[config.mk]
export PLATFORM = sky130hd
export DESIGN_NAME = mdio_mgmt_ctrl
export DESIGN_NICKNAME = d
export VERILOG_FILES = /design/src/rtl/mdio_mgmt_ctrl.sv
export SDC_FILE = /design/constraint.sdc
export NUM_CORES = 1
export LEC_CHECK = 0
export BUFFER_PORTS_ARGS = -buffer_cell sky130_fd_sc_hd__buf_4
export CAP_MARGIN = 20
export CORE_MARGIN = 2
export CORE_UTILIZATION = 45
export CTS_CLUSTER_DIAMETER = 80
export DETAILED_ROUTE_END_ITERATION = 12
export GPL_TIMING_DRIVEN = 1
export PLACE_DENSITY = 0.7
export SLEW_MARGIN = 15
export SYNTH_ARGS = -nofsm -noshare
export SYNTH_HDL_FRONTEND = slang
export SYNTH_SLANG_ARGS = --single-unit
[constraint.sdc]
create_clock -name clk -period 4.51 [get_ports clk]
set_clock_uncertainty 0.15 [all_clocks]
set_input_delay 0.2255 -clock clk [delete_from_list [all_inputs] [get_ports clk]]
set_output_delay 0.2255 -clock clk [all_outputs]
set_load 0.01 [all_outputs]
[src/rtl/mdio_mgmt_ctrl.sv]
module mdio_mgmt_ctrl #(
  parameter int PRE_LEN = 32,
  parameter int DIV_RST = 1
) (
  input  logic        clk,
  input  logic        rst_n,
  input  logic        reg_we,
  input  logic [1:0]  reg_addr,
  input  logic [15:0] reg_wdata,
  output logic [15:0] reg_rdata,
  output logic        mdc,
  output logic        mdio_o,
  output logic        mdio_oe,
  input  logic        mdio_i
);
  localparam int FRAME    = PRE_LEN + 32;
  localparam int BIT_W    = $clog2(FRAME);
  localparam int TA_POS   = PRE_LEN + 14;
  localparam int DATA_POS = PRE_LEN + 16;

  logic [4:0]       phy_q, rga_q;
  logic [7:0]       div_q, cnt_q;
  logic             rep_q, busy_q, nv_q, rd_q, mdc_q;
  logic [FRAME-1:0] sh_q;
  logic [BIT_W-1:0] bit_q;
  logic [15:0]      cap_q, rdat_q;

  function automatic logic [FRAME-1:0] mk_frame(input logic rd, input logic [4:0] pa,
                                                input logic [4:0] ra, input logic [15:0] d);
    return {{PRE_LEN{1'b1}}, 2'b01, rd ? 2'b10 : 2'b01, pa, ra, 2'b10, d};
  endfunction

  wire tick      = busy_q && (cnt_q == div_q);
  wire rise      = tick && !mdc_q;
  wire fall      = tick && mdc_q;
  wire idle_we   = reg_we && !busy_q;
  wire launch_wr = idle_we && (reg_addr == 2'd2);
  wire launch_rd = idle_we && (reg_addr == 2'd1) && (reg_wdata[0] || reg_wdata[1]);
  wire last_bit  = (bit_q == BIT_W'(FRAME - 1));

  assign mdc     = mdc_q;
  assign mdio_o  = sh_q[FRAME-1];
  assign mdio_oe = busy_q && (!rd_q || bit_q < BIT_W'(TA_POS));

  always_comb begin
    case (reg_addr)
      2'd0:    reg_rdata = {3'b0, phy_q, 3'b0, rga_q};
      2'd1:    reg_rdata = {div_q, 6'b0, rep_q, 1'b0};
      2'd2:    reg_rdata = rdat_q;
      default: reg_rdata = {14'b0, nv_q, busy_q};
    endcase
  end

  always_ff @(posedge clk) begin
    if (!rst_n) begin
      phy_q  <= '0;
      rga_q  <= '0;
      div_q  <= 8'(DIV_RST);
      cnt_q  <= '0;
      rep_q  <= 1'b0;
      busy_q <= 1'b0;
      nv_q   <= 1'b0;
      rd_q   <= 1'b0;
      mdc_q  <= 1'b0;
      sh_q   <= '0;
      bit_q  <= '0;
      cap_q  <= '0;
      rdat_q <= '0;
    end else begin
      if (idle_we && reg_addr == 2'd0) begin
        phy_q <= reg_wdata[12:8];
        rga_q <= reg_wdata[4:0];
      end
      if (idle_we && reg_addr == 2'd1) begin
        div_q <= reg_wdata[15:8];
        rep_q <= reg_wdata[1];
      end
      if (reg_we && busy_q && reg_addr == 2'd1 && !reg_wdata[1])
        rep_q <= 1'b0;

      if (launch_wr || launch_rd) begin
        busy_q <= 1'b1;
        rd_q   <= launch_rd;
        nv_q   <= launch_rd;
        sh_q   <= mk_frame(launch_rd, phy_q, rga_q, launch_rd ? 16'hFFFF : reg_wdata);
        bit_q  <= '0;
        cnt_q  <= '0;
        mdc_q  <= 1'b0;
      end else if (busy_q) begin
        cnt_q <= tick ? '0 : cnt_q + 8'd1;
        if (tick)
          mdc_q <= ~mdc_q;
        if (rise && rd_q && bit_q >= BIT_W'(DATA_POS))
          cap_q <= {cap_q[14:0], mdio_i};
        if (fall) begin
          if (last_bit) begin
            if (rd_q) begin
              rdat_q <= cap_q;
              nv_q   <= 1'b0;
            end
            if (rd_q && rep_q) begin
              sh_q  <= mk_frame(1'b1, phy_q, rga_q, 16'hFFFF);
              bit_q <= '0;
            end else begin
              busy_q <= 1'b0;
            end
          end else begin
            bit_q <= bit_q + 1'b1;
            sh_q  <= {sh_q[FRAME-2:0], 1'b0};
          end
        end
      end
    end
  end
endmodule

==> reports/results.ini, run 1 <==
[clock_tree]
clkSinkCount = 133
ctsResizeCount = 0
clk-insertion-delay-late_ps = 420
clockRootBuffer = clkbuf_16
cts_max_level = 4
cts_tree = yes
clkTransAtPathRegs_ps = 60
cts_made_buffers = 17
clockBufferDepth = 2

[critical_path]
startpoint = reg_wdata[0]
end_kind = register
path_common_cell = buf_4
cp_data_arrival_time_ps = 2780
critPathMaxStageDelay_ps = 540
required_ps = 4720
ff2ff_setup_slack_ps = 2120
crit_path_start_kind = input pin
path_class = in -> reg
path_cells = dlygate4sd3_1 -> buf_4 -> or2_2 -> a21oi_1 -> o21ai_1 -> buf_4 -> nor2_2 -> buf_4 -> mux2_2
r2r-start = div_q[5]
crit_slowest_cell = dlygate4sd3_1
worstPathMaxFanout = 47

[run_status]
status = completed

[synthesis]
async_reset_ff_share_pct = 0
yosys_register_bits = 133
syn_area_um2 = 5570
yosysWarnings = 0
synth_nets = 605
avgSynthCellArea_um2 = 9.58
ys_types = 51
netlist_instances = 581
ys_seq_area_share_pct = 47.8
synth_edf_count = 0
yosysTopAreaCell = dfxtp_1
synth_top_area_share_pct = 47.8
synthFlopType = dfxtp_1
synth_area_leaders = dfxtp_1 (48%), o2bb2ai_1 (6.9%), mux2i_1 (6.5%), nand2_1 (4.6%), nor2_1 (3.5%)

[global_route]
grt_pass1_wl_um = 19900
grt_pass1_vias = 4096
grt_overflow = 0
grt_max_degree = 91
grt.total_usage_pct = 19.3
antenna_found_initial = 0

[finish]
drive_gt1_share_pct = 15.6
final_common_cell = dfxtp_1
syn2layout_area_growth_pct = 19.9
final_util_pct = 55.3
layout_common_cells = dfxtp_1 (133), nand2_1 (68), nor2_1 (51)
final_cells = 801
fillCellCount = 1066
antenna_cells = 0
finalNetCount = 644

[power]
pwr_density_cell_nw_per_um2 = 414
vdd_drop_max_v = 0.000214
power_leakage_nw = 2.48

[routing]
dr.first_iter.drc_count = 203
vias = 4347
drt.antenna.violating_nets = 0
wirelength_um = 12200
drc = 0
avgViaCountPerCell = 5.43
wire_per_inst_um = 15.3
drt-pass1-iter-count = 4

[min_path]
hp-start = reg_wdata[13]
hp-class = in -> reg

[floorplan]
core_um2 = 12100
num_rows = 40
die-width_um = 115
die_area_um2 = 13300
io_pins = 41
initial_core_util_pct = 46.1
die_y_um = 115

[sta]
fmax_mhz = 389
slew_headroom_pct = 43.2
whs_ps = 12.5
hold_viol = 0
min_period_ps = 2570
setup_ws_ps = 1940
drv_slew = 0
setup_violations = 0
worstMarginPinSlew_ps = 849
fin_crit_sh_pct = 56.9
setup_tns_ps = 0
rsz0062_at_grt = no

[placement]
dpl.hpwl_um = 7780
portBuffers = 40
dp.cells = 755
dpl_worst_slack_ps = 1880
gp_congestion = 0.783

[run]
drv_cap = 0

[logic make-up (layout without fill, tap and decap cells)]
group | after synthesis | in the layout | share of synthesized area, %
fa+ha+maj | 2 | 2 | 0.450
compound gates | 150 | 150 | 21.2
buf+inv | 43 | 95 | 3.48
simple gates | 199 | 199 | 17.0
flops | 133 | 133 | 47.8
xor+xnor | 15 | 15 | 2.77
mux | 39 | 39 | 7.28
[stage by stage]
step	cell area (um^2)	total power [mW]
after CTS	6650	2.78
after global routing	6680	2.85
after floorplan	5570	1.37
final	6680	2.76
after global placement	5940	1.43
after detailed placement	5950	1.43
[report_power, final]
group	total [mW]	leakage, nW	switching (mW)	internal, mW
clock network	1.34	0.289	0.505	0.839
logic	0.188	1.12	0.107	0.0807
registers	1.23	1.08	0.0230	1.21
total	2.76	2.48	0.635	2.13
[sequential cells by signal (all words and copies together), names as in the netlist]
name and flops:
rep_q 1, busy_q 1, sh_q 64, phy_q 5, cnt_q 8, bit_q 6
cap_q 16, rd_q 1, nv_q 1, rdat_q 16, div_q 8, mdc 1
rga_q 5
[area by class of cell]
cell class / count / area, um^2 / area share (%)
Clock buffer: 19 / 453 / 6.79
Clock inverter: 13 / 131 / 1.97
Timing Repair Buffer: 61 / 492 / 7.37
Sequential cell: 133 / 2660 / 39.9
Multi-Input combinational cell: 405 / 2720 / 40.7
Inverter: 2 / 7.51 / 0.112
Tap cell: 168 / 210 / 3.15
[layer usage]
| metal | GRT usage (%) | wire length [um] | share of wire [%] | vias up |
|---|---|---|---|---|
| met5 | 0 | 0 | 0 | - |
| met4 | 9.64 | 286 | 2.3 | 0 |
| met3 | 4.59 | 444 | 3.6 | 21 |
| met2 | 30.0 | 5770 | 47 | 93 |
| met1 | 25.1 | 5730 | 47 | 2060 |
| li1 | - | - | - | 2173 |
[worst paths after layout]
path,endpoint,cells after the start
hold / removal,div_q[5],3
setup reg to reg,bit_q[0],6
setup / recovery,bit_q[0],9
hold reg to reg,sh_q[63],1
[worst max-delay path: cells and delay by family]
| kind | cells | cell delay, ps |
|---|---|---|
| buffers and inverters | 4 | 1330 |
| AO/OA/AOI/OAI | 2 | 550 |
| AND/OR/NAND/NOR | 2 | 410 |
| multiplexers | 1 | 240 |
[timing repair]
item	CTS	global route
setup buffers	0	0
hold endpoints to repair	17	1
hold buffers	12	1
[cells in the mapped netlist, types with 2 or more instances]
| library cell | count |
|---|---|
| o21a_1 | 16 |
| mux2_2 | 2 |
| nor2b_1 | 19 |
| a31oi_1 | 5 |
| xnor2_2 | 3 |
| nand4_1 | 5 |
| xnor2_1 | 7 |
| xor2_1 | 5 |
| nand2_1 | 68 |
| buf_2 | 8 |
| nand2b_1 | 3 |
| nor3_1 | 6 |
| or4_4 | 2 |
| o2bb2ai_1 | 44 |
| or3_1 | 2 |
| clkbuf_1 | 27 |
| o21ai_2 | 3 |
| nor2_1 | 52 |
| buf_1 | 3 |
| o211a_1 | 2 |
| a22o_1 | 6 |
| inv_1 | 2 |
| mux2i_1 | 36 |
| a21oi_1 | 6 |
| o31ai_1 | 3 |
| a21boi_0 | 19 |
| and2_1 | 5 |
| ha_1 | 2 |
| o21ai_0 | 24 |
| or2_2 | 2 |
| nand3_1 | 24 |
| dfxtp_1 | 133 |
| and4_1 | 2 |
| o221a_1 | 15 |
| and3_1 | 4 |
(Power assumes the default switching activity.)
==> inputs of run 2 (changes only) <==
Settings changed: PLACE_DENSITY 0.7 to 0.73.
Clock period 4.51 ns to 2.1 ns, I/O delays scaled along.
==> run 2 against run 1 <==
  * Sequential cell count is the same
  * Global-route usage rose by 0.70 points
  * Cell count up 3.9%
  * Clock power rose by 120%
  * Cell area is 5.9% higher
  * Combinational power increased to 2.5 times the previous value
  * Critical path depth decreased by 4
  * Die area unchanged
  * Sequential power rose by 110%
==> reports/results.ini, run 2 (synthesis gave the netlist of run 1 again) <==
[sta]
drv_slew = 0  ; unchanged
slew_headroom_pct = 55.3  ; +12 points
fin_crit_sh_pct = 98.0
setup_violations = 0  ; unchanged
hold_viol = 0  ; unchanged
rsz0062_at_grt = yes
fmax_mhz = 486
worstMarginPinSlew_ps = 669  ; -180 ps
whs_ps = 46.1  ; +33.6 ps
setup_ws_ps = 42.9  ; -1900 ps
min_period_ps = 2060

[finish]
final_common_cell = dfxtp_1
finalNetCount = 675  ; +4.8%
drive_gt1_share_pct = 21.4  ; +5.7 points
final_util_pct = 58.6  ; +3.3 points
top_register = sh_q
antenna_cells = 0  ; unchanged
syn2layout_area_growth_pct = 27.1
fin_area_um2 = 7070  ; +5.9%
layout_common_cells = dfxtp_1 (121), nand2_1 (68), buf_4 (64)
largest_register_ffs = 64  ; unchanged
top_regs = sh_q x64, cap_q x16, rdat_q x16

[routing]
wire_per_inst_um = 15.2  ; -0.27%
topRoutingLayerUsed = met4
avgViaCountPerCell = 5.41  ; -0.40%
wl_met3_um = 440  ; -0.90%
drt-met1-wl_um = 5840  ; +2.0%
dr.first_iter.drc_count = 274  ; +35%
wirelength_um = 12700  ; +3.6%
drt-pass1-iter-count = 5  ; +1
vias = 4497  ; +3.5%
drt.antenna.violating_nets = 0  ; unchanged
wl_met2_um = 6250  ; +8.3%
drc = 0  ; unchanged

[critical_path]
crit_path_start_kind = register
worstPathMaxFanout = 17  ; -64%
required_ps = 2260  ; -2460 ps
path_class = reg -> reg
cp_data_arrival_time_ps = 2210  ; -570 ps
end_kind = register

[clock_tree]
clkTransAtPathRegs_ps = 60  ; about the same
clkSinkCount = 133  ; unchanged
cts_made_buffers = 17  ; unchanged
cts_max_level = 4  ; unchanged
clockRootBuffer = clkbuf_16
clk-insertion-delay-late_ps = 410  ; about the same
clockBufferDepth = 2  ; unchanged
cts_tree = yes

[floorplan]
initial_core_util_pct = 46.1  ; unchanged
die_y_um = 115  ; unchanged
num_rows = 40  ; unchanged
io_pins = 41  ; unchanged
die_area_um2 = 13300  ; unchanged
die-width_um = 115  ; unchanged
core_um2 = 12100  ; unchanged

[run_status]
status = completed

[global_route]
grt_overflow = 0  ; unchanged
grt_pass1_vias = 4380  ; +6.9%
grt_pass1_wl_um = 21000  ; +5.2%
grt_max_degree = 67  ; -26%
grt.total_usage_pct = 20.0  ; +0.70 points
antenna_found_initial = 0  ; unchanged

[power]
vdd_drop_max_v = 0.000546  ; +150%
power_leakage_nw = 2.66  ; +7.2%
pwr_density_cell_nw_per_um2 = 856  ; +110%

[placement]
dpl_worst_slack_ps = -19.5  ; -1900 ps
placed_area_um2 = 6140  ; +3.3%
portBuffers = 40  ; unchanged
gp_congestion = 0.791  ; +1.1%
dpl.hpwl_um = 8320  ; +7.0%

[run]
drv_cap = 0  ; unchanged

[min_path]
hp-class = in -> reg

[run 2: layout make-up]
class                   count  area [um^2]
clock buffers              17          425
clock inverters            15          169
fillers                  1017         4990
inverters                   2         7.51
multi-input cells         405         2770
flip-flops and latches    133         2680
well taps                 168          210
repair buffers             92          812
[run 2: timing repair]
item	CTS	global route
buffers inserted	1	3
setup endpoints to repair	16	87
hold endpoints to repair	38	0
resized for setup	3	19
pin swaps	1	4
hold buffers	22	0
gates cloned	0	0
[run 2: worst max-delay path: stages, from the launching register on]
cell     delay (ps)
dfxtp_2         350
xnor2_2         190
nand4_2         180
or4_4           680
o221a_1         300
o21a_1          100
[run 2: where the power goes]
part / leakage, nW / internal, mW / switching [mW]
sequential: 1.08 / 2.59 / 0.0484
combinational: 1.31 / 0.228 / 0.247
clock: 0.271 / 1.77 / 1.17
total: 2.66 / 4.59 / 1.46
[run 2: worst paths after layout]
check	startpoint	to	slack (ps)	depth (start not counted)
max	cnt_q[4]	sh_q[14]	40	5
min	reg_addr[0]	rep_q	50	3
max reg2reg	cnt_q[4]	sh_q[14]	40	5
min reg2reg	sh_q[32]	sh_q[32]	310	1
[run 2: through the flow]
step	power, mW	std cells	setup TNS, ps
after floorplan	2.95	581	0
after global placement	3.09	774	0
after detailed placement	3.11	774	-102
after CTS	6.07	829	0
after global routing	6.25	832	-360
final	6.05	832	0
[run 2: metal layers]
layer	track usage, %	up-vias
li1	-	2231
met1	25.6	2169
met2	33.5	87
met3	4.69	10
met4	6.18	0
met5	0	-
==> inputs of run 3 (changes only) <==
Settings changed: ABC_AREA set to 1, PLACE_DENSITY 0.73 to 0.72.
==> run 3 against run 2 <==
  * Critical path depth increased by 2
  * Setup slack improved by 2.9 ps
  * Count of clock-buffer cells in the layout increased by 4
  * Total power increased by 4.0%
  * Clock power decreased by 4%
  * Global-route usage increased by 1.7 points
  * Sequential share of layout area decreased by 3.7 points
  * Sequential cell count unchanged
  * Utilization decreased by 4.4 points
  * Largest cell class unchanged
==> reports/results.ini, run 3 <==
[sta]
rsz0062_at_grt = no
fin_crit_sh_pct = 97.8  ; -0.14 points
whs_ps = 293  ; +247 ps
worstMarginPinSlew_ps = 563  ; -106 ps
setup_ws_ps = 45.8  ; +2.93 ps
min_period_ps = 2050  ; -2.93 ps
hold_viol = 0  ; unchanged
slew_headroom_pct = 62.4  ; +7.1 points
drv_slew = 0  ; unchanged
setup_tns_ps = 0  ; unchanged
fmax_mhz = 487  ; +0.14%
setup_violations = 0  ; unchanged

[synthesis]
synthFlopType = dfxtp_1
synth_top_area_share_pct = 40.6  ; -7.2 points
ys_seq_area_share_pct = 40.6  ; -7.2 points
ys_types = 44  ; -14%
synth_common_cells = nor2_1 (234), nand2_1 (191), dfxtp_1 (133)
syn_area_um2 = 6560  ; +18%
synth.most_common_cell = nor2_1
synth_nets = 994  ; +64%
avgSynthCellArea_um2 = 6.76  ; -29%
yosys_register_bits = 133  ; unchanged
synth_area_leaders = dfxtp_1 (41%), nor2_1 (13%), nand2_1 (11%), nand3_1 (4.7%), o21ai_0 (4.4%)
netlist_instances = 970  ; +67%
synth_edf_count = 0  ; unchanged
yosysTopAreaCell = dfxtp_1
yosysWarnings = 0  ; unchanged
async_reset_ff_share_pct = 0  ; unchanged

[finish]
layout_common_cells = nor2_1 (233), nand2_1 (191), dfxtp_1 (132)
final_util_pct = 54.3  ; -4.4 points
drive_gt1_share_pct = 13.1  ; -8.3 points
antenna_cells = 0  ; unchanged
final_common_cell = nor2_1
largest_register_ffs = 64  ; unchanged
final_cells = 1222  ; +47%
top_regs = sh_q x64, cap_q x16, rdat_q x16
syn2layout_area_growth_pct = 19.0
fin_area_um2 = 7800  ; +10%
top_register = sh_q
finalNetCount = 1049  ; +55%

[min_path]
hp-class = in -> reg

[power]
p_total_mw = 6.29  ; +4.0%
pwr_density_cell_nw_per_um2 = 807  ; -5.7%
power_leakage_nw = 3.43  ; +29%
vdd_drop_max_v = 0.000531  ; -2.9%

[critical_path]
end_kind = primary output
required_ps = 1850  ; -410 ps
cp_data_arrival_time_ps = 1800  ; -410 ps
crit_path_start_kind = input pin
worstPathMaxFanout = 11  ; -6
path_class = in -> out

[floorplan]
core_um2 = 14400  ; +19%
die-width_um = 125  ; +8.2%
die_y_um = 125  ; +8.2%
io_pins = 41  ; unchanged
die_area_um2 = 15500  ; +17%
num_rows = 44  ; +10%
initial_core_util_pct = 45.6  ; -0.52 points

[clock_tree]
cts_setup_buffers = 0  ; -1
clkTransAtPathRegs_ps = 60  ; about the same
clockRootBuffer = clkbuf_16
clockBufferDepth = 2  ; unchanged
clkSinkCount = 133  ; unchanged
clk-insertion-delay-late_ps = 420  ; about the same
cts_made_buffers = 17  ; unchanged
cts_tree = yes
cts_max_level = 4  ; unchanged

[global_route]
grt_overflow = 0  ; unchanged
grt_pass1_vias = 5501  ; +26%
antenna_found_initial = 0  ; unchanged
grt_pass1_wl_um = 27600  ; +32%
grt.total_usage_pct = 21.6  ; +1.7 points
grt_max_degree = 92  ; +37%

[placement]
gp_congestion = 0.881  ; +11%
dp.cells = 1169  ; +51%
dpl_worst_slack_ps = 170  ; +189 ps
dpl.hpwl_um = 10900  ; +31%
placed_area_um2 = 7010  ; +14%
portBuffers = 40  ; unchanged

[routing]
avgViaCountPerCell = 5.21  ; -3.7%
drt-pass1-iter-count = 6  ; +1
vias = 6361  ; +41%
wirelength_um = 16900  ; +33%
wire_per_inst_um = 13.8  ; -9.2%
drt.antenna.violating_nets = 0  ; unchanged
drc = 0  ; unchanged
dr.first_iter.drc_count = 466  ; +70%

[run]
drv_cap = 0  ; unchanged

[run_status]
status = completed

==> run 3: path summary, 6_finish.rpt <==
kind	slack, ps	to	cells past startpoint	start
hold reg to reg	330	sh_q[7]	2	sh_q[7]
setup reg to reg	180	rdat_q[10]	9	busy_q
setup / recovery	50	reg_rdata[3]	7	reg_addr[0]
hold / removal	290	rep_q	3	reg_we
==> run 3: cells by family (layout without fill, tap and decap cells) <==
kind of cell,Yosys count,after routing,share of synthesized area (%)
buffers and inverters,134,202,10.1
AND/OR/NAND/NOR,554,554,36.4
adder cells (fa/ha/maj),2,2,0.382
XOR/XNOR,5,5,0.668
flip-flops,133,133,40.6
AO/OA/AOI/OAI,142,142,11.9
==> run 3: power breakdown <==
group          leakage [nW]  internal [mW]  switching, mW  total [mW]
Sequential             1.08           2.64         0.0603        2.70
Clock                 0.269           1.69           1.13        2.82
Combinational          2.07          0.302          0.471       0.774
==> run 3: layout make-up <==
| cell class | instances | area (um^2) |
|---|---|---|
| clock buffers | 21 | 460 |
| flip-flops and latches | 133 | 2660 |
| clock inverters | 11 | 103 |
| multi-input cells | 703 | 3240 |
| fillers | 1397 | 6570 |
| repair buffers | 93 | 808 |
| inverters | 77 | 295 |
| well taps | 184 | 230 |
==> run 3: layer usage <==
metal	global-route usage, %	vias to the layer above	wire [um]
met4	7.47	0	307
li1	-	3244	-
met5	0	-	0
met3	5.33	25	1150
met1	31.1	2885	7970
met2	31.5	207	7470
==> run 3: what timing repair did <==
| action | in CTS | in global routing |
|---|---|---|
| hold endpoints to repair | 37 | 0 |
| hold buffers | 21 | 0 |
| setup endpoints to repair | 0 | 23 |
| resized for setup | 0 | 7 |
==> run 3: critical path, cell delays in order <==
cell and delay [ps]:
dlygate4sd3_1 550, buf_4 160, nor2_2 150, buf_4 160, inv_1 190, o22ai_1 300, buf_4 190
